File: src/rtl/cfg_ldr_pkg.sv
package cfg_ldr_pkg;
  localparam int BYTE_W      = 8;
  localparam int MAC_BYTES   = 6;
  localparam int STRAP_BYTES = 4;
  localparam int MAC_FIRST   = 1;
  localparam int MAC_LAST    = MAC_FIRST + MAC_BYTES - 1;
  localparam int FLAG_IDX    = MAC_LAST + 1;
  localparam int STRAP_FIRST = FLAG_IDX + 1;
  localparam int STRAP_LAST  = STRAP_FIRST + STRAP_BYTES - 1;
  localparam int MAC_SEL_W   = $clog2(MAC_BYTES);
  localparam int STRAP_SEL_W = $clog2(STRAP_BYTES);

  typedef enum logic [1:0] {ST_WAIT, ST_READ, ST_PHY} ldrState_t;

  typedef struct packed {
    logic                   macWr;
    logic                   toSwitch;
    logic [MAC_SEL_W-1:0]   macSel;
    logic                   strapWr;
    logic [STRAP_SEL_W-1:0] strapSel;
    logic [BYTE_W-1:0]      data;
  } ldrStrb_t;
endpackage

File: src/rtl/cfg_ldr_ctrl.sv
module cfg_ldr_ctrl
  import cfg_ldr_pkg::*;
#(
  parameter int               ADDR_W = 8,
  parameter logic [BYTE_W-1:0] SIG   = 8'hA5
) (
  input  logic              clk,
  input  logic              rstN,
  input  logic              reloadCmd,
  input  logic              hostSoftRst,
  input  logic              rdAck,
  input  logic [BYTE_W-1:0] rdData,
  input  logic              phyWrAck,
  output logic              rdReq,
  output logic [ADDR_W-1:0] rdAddr,
  output logic              phyWrReq,
  output logic              busy,
  output ldrStrb_t          strb
);
  localparam logic [ADDR_W-1:0] A_MAC0   = ADDR_W'(MAC_FIRST);
  localparam logic [ADDR_W-1:0] A_MACN   = ADDR_W'(MAC_LAST);
  localparam logic [ADDR_W-1:0] A_FLAG   = ADDR_W'(FLAG_IDX);
  localparam logic [ADDR_W-1:0] A_STRAP0 = ADDR_W'(STRAP_FIRST);
  localparam logic [ADDR_W-1:0] A_LAST   = ADDR_W'(STRAP_LAST);

  ldrState_t         state;
  logic              fullMode;
  logic              strapOk;
  logic              pend;
  logic [ADDR_W-1:0] idx;
  logic              take;

  assign take     = (state == ST_READ) && rdAck;
  assign rdReq    = (state == ST_READ);
  assign rdAddr   = idx;
  assign phyWrReq = (state == ST_PHY);
  assign busy     = (state != ST_WAIT);

  always_comb begin
    strb          = '0;
    strb.data     = rdData;
    strb.toSwitch = fullMode;
    strb.macSel   = MAC_SEL_W'(idx - A_MAC0);
    strb.strapSel = STRAP_SEL_W'(idx - A_STRAP0);
    if (take && idx >= A_MAC0 && idx <= A_MACN) strb.macWr = 1'b1;
    if (take && strapOk && idx >= A_STRAP0 && idx <= A_LAST) strb.strapWr = 1'b1;
  end

  always_ff @(posedge clk or negedge rstN) begin
    if (!rstN) begin
      state    <= ST_READ;
      fullMode <= 1'b1;
      idx      <= '0;
      strapOk  <= 1'b0;
      pend     <= 1'b0;
    end else begin
      case (state)
        ST_WAIT: begin
          if (reloadCmd || hostSoftRst || pend) begin
            state    <= ST_READ;
            fullMode <= reloadCmd;
            idx      <= '0;
            pend     <= 1'b0;
          end
        end
        ST_READ: begin
          if (hostSoftRst) pend <= 1'b1;
          if (rdAck) begin
            if (idx == '0) begin
              if (rdData != SIG) state <= fullMode ? ST_PHY : ST_WAIT;
              else               idx   <= idx + 1'b1;
            end else if (!fullMode && idx == A_MACN) begin
              state <= ST_WAIT;
            end else if (idx == A_LAST) begin
              state <= ST_PHY;
            end else begin
              if (idx == A_FLAG) strapOk <= (rdData == SIG);
              idx <= idx + 1'b1;
            end
          end
        end
        ST_PHY: begin
          if (hostSoftRst) pend <= 1'b1;
          if (phyWrAck) state <= ST_WAIT;
        end
        default: state <= ST_WAIT;
      endcase
    end
  end

  p_addr_hold_r11: assert property (@(posedge clk) disable iff (!rstN)
    rdReq && !rdAck |=> rdReq && $stable(rdAddr));

  p_phy_hold_r6: assert property (@(posedge clk) disable iff (!rstN)
    phyWrReq && !phyWrAck |=> phyWrReq);

  p_pend_served_r10: assert property (@(posedge clk) disable iff (!rstN)
    (state == ST_WAIT) && pend |=> busy && rdReq && rdAddr == '0);

  p_bad_sig_r2: assert property (@(posedge clk) disable iff (!rstN)
    take && fullMode && idx == '0 && rdData != SIG |=> phyWrReq);
endmodule

File: src/rtl/cfg_ldr_dpath.sv
module cfg_ldr_dpath
  import cfg_ldr_pkg::*;
#(
  parameter logic [BYTE_W*STRAP_BYTES-1:0] STRAP_RST = 32'h00FF_2121
) (
  input  logic                          clk,
  input  logic                          rstN,
  input  ldrStrb_t                      strb,
  output logic [BYTE_W*MAC_BYTES-1:0]   hostMac,
  output logic [BYTE_W*MAC_BYTES-1:0]   switchMac,
  output logic [BYTE_W*STRAP_BYTES-1:0] strapCfg
);
  always_ff @(posedge clk or negedge rstN) begin
    if (!rstN) begin
      hostMac   <= '0;
      switchMac <= '0;
      strapCfg  <= STRAP_RST;
    end else begin
      if (strb.macWr) begin
        hostMac[{strb.macSel, 3'b000} +: BYTE_W] <= strb.data;
        if (strb.toSwitch) switchMac[{strb.macSel, 3'b000} +: BYTE_W] <= strb.data;
      end
      if (strb.strapWr) strapCfg[{strb.strapSel, 3'b000} +: BYTE_W] <= strb.data;
    end
  end

  p_switch_kept_r7: assert property (@(posedge clk) disable iff (!rstN)
    strb.macWr && !strb.toSwitch |=> $stable(switchMac));
endmodule

File: src/rtl/cfg_boot_loader.sv
module cfg_boot_loader
  import cfg_ldr_pkg::*;
#(
  parameter int          ADDR_W    = 8,
  parameter logic [7:0]  SIG       = 8'hA5,
  parameter logic [31:0] STRAP_RST = 32'h00FF_2121
) (
  input  logic              clk,
  input  logic              rstN,
  input  logic              reloadCmd,
  input  logic              hostSoftRst,
  output logic              rdReq,
  output logic [ADDR_W-1:0] rdAddr,
  input  logic              rdAck,
  input  logic [7:0]        rdData,
  output logic              phyWrReq,
  input  logic              phyWrAck,
  output logic              busy,
  output logic [47:0]       hostMac,
  output logic [47:0]       switchMac,
  output logic [31:0]       strapCfg
);
  ldrStrb_t strb;

  cfg_ldr_ctrl #(.ADDR_W(ADDR_W), .SIG(SIG)) u_ctrl (
    .clk(clk), .rstN(rstN), .reloadCmd(reloadCmd), .hostSoftRst(hostSoftRst),
    .rdAck(rdAck), .rdData(rdData), .phyWrAck(phyWrAck),
    .rdReq(rdReq), .rdAddr(rdAddr), .phyWrReq(phyWrReq), .busy(busy), .strb(strb)
  );

  cfg_ldr_dpath #(.STRAP_RST(STRAP_RST)) u_dpath (
    .clk(clk), .rstN(rstN), .strb(strb),
    .hostMac(hostMac), .switchMac(switchMac), .strapCfg(strapCfg)
  );

  p_straps_frozen_r6: assert property (@(posedge clk) disable iff (!rstN)
    phyWrReq |=> $stable(strapCfg));
endmodule

File: config.mk
export PLATFORM = sky130hd
export DESIGN_NAME = cfg_boot_loader
export DESIGN_NICKNAME = d
export VERILOG_FILES = /design/src/rtl/cfg_ldr_pkg.sv /design/src/rtl/cfg_ldr_ctrl.sv /design/src/rtl/cfg_ldr_dpath.sv /design/src/rtl/cfg_boot_loader.sv
export SDC_FILE = /design/constraint.sdc
export NUM_CORES = 1
export LEC_CHECK = 0
export BUFFER_PORTS_ARGS = -buffer_cell sky130_fd_sc_hd__buf_2
export CELL_PAD_IN_SITES_DETAIL_PLACEMENT = 1
export CELL_PAD_IN_SITES_GLOBAL_PLACEMENT = 2
export CORE_UTILIZATION = 34
export CTS_CLUSTER_SIZE = 30
export DETAILED_ROUTE_END_ITERATION = 10
export PLACE_DENSITY = 0.81
export SYNTH_ARGS = -nofsm -noshare
export SYNTH_HDL_FRONTEND = slang
export SYNTH_SLANG_ARGS = --single-unit
File: constraint.sdc
create_clock -name clk -period 3.6 [get_ports clk]
set_clock_uncertainty 0.15 [all_clocks]
set_input_delay 0.18 -clock clk [delete_from_list [all_inputs] [get_ports clk]]
set_output_delay 0.18 -clock clk [all_outputs]
set_load 0.02 [all_outputs]
==> metrics.md <==
| Metric | Value |
|---|---|
| Status | `complete, but fails checks` |
| Failing checks | `design-rule violations` |
| Maximum vdd drop | `0.000348 V` |
| Row Count | `49` |
| Static leakage | `4.14 nW` |
| Seq/Total Area, Yosys | `0.557` |
| Wire per inst | `19.2 µm` |
| Ant diodes | `0` |
| Grt ovf | `0` |
| Initial Util | `0.351` |
| H-Tree Level Count | `4` |
| Unrepaired setup endpoints after global routing | `no` |
| Final #Nets | `735` |
| Area leader, netlist | `dfrtp_1` |
| Ys Warns | `0` |
| Required time of the critical path | `3740 ps` |
| Slew Limit Fails | `0` |
| Reg clk slew, reported paths | `60 ps` |
| Critical path class | `register to register` |
| Number of global-route vias before repair | `5140` |
| First-pass GRT wire length | `29.6 mm` |
| # IOs | `153` |
| Fill cell count | `2013` |
| Slew HR | `0.357` |
| CTS tree | `built` |
| Final estimated routing congestion in global placement | `0.799` |
| Sw frac | `0.322` |
| Share of the synthesized area in the top cell type | `0.499` |
| Hold Path Class | `primary input to register` |
| Final min period | `3230 ps` |
| Crit share post-route | `0.898` |
| Fraction of registers with async set/reset | `1.00` |
| Total track usage | `0.201` |
| CTS buffer count | `17` |
| Metal-1 WL | `8.11 mm` |
| Crit path max fanout | `16` |
| Die area | `0.0193 mm²` |
| Final ANT Viol Nets | `0` |
| Distinct cells, synth | `60` |
| Core ar. | `0.0181 mm²` |
| Met3 WL post-DR | `894 µm` |
| Synth top area cells | `dfrtp_1, mux2_2, nand2_1` |
| CTS max path bufs | `2` |
| PwrDens | `609 mW/mm²` |
| CTS Sinks | `141` |
| Critical path endpoint category | `register` |
| Fmax | `0.309 GHz` |
| Syn Nets | `575` |
| Hold WS | `6.69 ps` |
| Die Y | `139 µm` |
| Share of cells above drive strength 1 | `0.425` |
| Final hold violations | `0` |
| Initial DRC Count | `183` |
| Combinational share of power | `0.260` |
| IO Port Bufs | `152` |
| Vias | `4763` |
| Post-synth EDFFs | `0` |
| Detailed-route vias per instance | `5.00` |
| Top Layer Used | `met4` |
| # setup viols final | `0` |
| Part of the power in registers | `0.364` |
| Max Cap Viol | `0` |
| Clk_lat worst skew | `420 ps` |
| Clk network pwr share | `0.376` |
| Pre-antenna DRT Iters | `11` |
| Initial antenna violation count | `0` |
| Setup TNS | `0 ps` |
| Worst Tran Pin Value | `958 ps` |
| Internal Pwr Total | `3.32 mW` |
| Detailed Place HPWL | `12.8 mm` |
| Root buf cell | `clkbuf_16` |
| Area Growth Syn to Fin | `26.4%` |
| Startpoint types | `register` |
| Final core occ | `0.443` |
| Pin count of the biggest net entering global routing | `93` |
| Critical Path AT | `3370 ps` |
| Residual DRC | `10` |
| Die W | `139 µm` |
| Cell area after synthesis | `0.00637 mm²` |
| #FFs+latches synth | `141` |
| Primary FF master, synth | `dfrtp_1` |
| Routed Wire Length | `18.3 mm` |
| Post-Syn Instances | `551` |
| NetSw | `1.58 mW` |
| Syn_area_per_cell | `11.6 µm²` |
| Met2 WL | `9.05 mm` |
-- critical path: stages, from the launching register on --
cell and delay [ps]:
dfrtp_1 450, inv_1 150, ha_2 360, xor2_4 220, inv_1 110, ha_1 520, nand3_1 180, or4_1 700
nand2_1 210, o21ai_2 60
-- sequential cells by signal, summed over array words and instances (netlist names) --
name               count
u_ctrl.rdAddr          8
u_ctrl.strapOk         1
u_dpath.strapCfg      32
u_dpath.hostMac       48
u_ctrl.fullMode        1
u_ctrl.pend            1
u_dpath.switchMac     48
u_ctrl.state           2
-- power groups by stage --
stage | registers (mW) | clock network, mW | logic, mW
2_1_floorplan | 1.90 | 0 | 0.764
3_3_place_gp | 1.80 | 0 | 1.22
3_5_place_dp | 1.81 | 0 | 1.26
4_1_cts | 1.78 | 1.88 | 1.28
5_1_grt | 1.80 | 1.96 | 1.39
6_report | 1.78 | 1.84 | 1.27
-- Yosys cell counts (3+ instances only) --
cell type,count
nor3_1,3
and2_1,12
nor2b_1,7
buf_2,4
nand2b_1,4
dfrtp_1,127
nor2_1,7
ha_1,10
and3_1,10
o31ai_1,4
nand3_2,3
nor3_2,3
o21ai_1,10
mux2_4,8
dfstp_2,14
clkbuf_1,19
mux2_2,59
buf_6,6
mux2i_1,4
inv_1,18
nand3_1,12
nand2_1,104
mux2_1,5
o21ai_0,42
o21ai_2,12
nand4_1,3
-- final timing paths --
kind / start / end / slack [ps] / cells after the start
setup / recovery: u_ctrl.rdAddr[1] / u_dpath.switchMac[22] / 370 / 9
setup reg to reg: u_ctrl.rdAddr[1] / u_dpath.switchMac[22] / 370 / 9
hold / removal: rdData[1] / u_dpath.strapCfg[17] / 7 / 3
min in group asynchronous: rstN / u_dpath.strapCfg[3] / 270 / 2
hold reg to reg: u_dpath.strapCfg[30] / u_dpath.strapCfg[30] / 330 / 2
max in group asynchronous: rstN / u_dpath.strapCfg[13] / 2100 / 3
-- layer usage --
layer	track usage	vias up
li1	-	2222
met1	0.258	2415
met2	0.335	110
met3	0.0508	16
met4	0.0556	0
met5	0	-
-- layout by cell type, fill, tap and decap left out, types with 14 or more instances in the layout --
master     instances
o21ai_0           42
dfstp_2           14
nand2_1          104
clkbuf_16         17
buf_2            151
mux2_2            59
dfrtp_1          127
inv_1             18
-- metrics by stage --
step | instances | power (mW) | cell area [µm²] | setup WS, ps
6_report | 953 | 4.90 | 8050 | 365
2_1_floorplan | 551 | 2.66 | 6370 | 182
5_1_grt | 953 | 5.14 | 8050 | 139
3_3_place_gp | 913 | 3.02 | 7340 | 387
4_1_cts | 953 | 4.95 | 8040 | 212
3_5_place_dp | 913 | 3.07 | 7340 | 231
-- final cells by class --
cell class	count	area [µm²]	area share
timing repair buffer	170	922	0.115
sequential	141	3550	0.441
multi-input combinational	363	2600	0.323
tap	229	287	0.0356
clock inverter	11	155	0.0193
clock buffer	21	470	0.0585
inverter	18	67.6	0.00840
-- cell families (layout without fill, tap and decap cells) --
| kind of cell | after synthesis | count (layout) | share of synthesized area |
|---|---|---|---|
| compound gates | 83 | 83 | 0.0829 |
| mux | 76 | 76 | 0.138 |
| flops | 141 | 141 | 0.557 |
| simple gates | 193 | 193 | 0.162 |
| fa+ha+maj | 10 | 10 | 0.0197 |
| buf+inv | 47 | 220 | 0.0356 |
| xor+xnor | 1 | 1 | 0.00432 |
-- what timing repair did --
item / 4_1_cts / 5_1_grt
buffers inserted: 0 / 0
gates resized for setup: 0 / 1
endpoints found under the setup margin: 0 / 1
endpoints found under the hold margin: 87 / 0
hold buffers: 8 / 0
No activity file was read; power rests on OpenSTA's default activity.
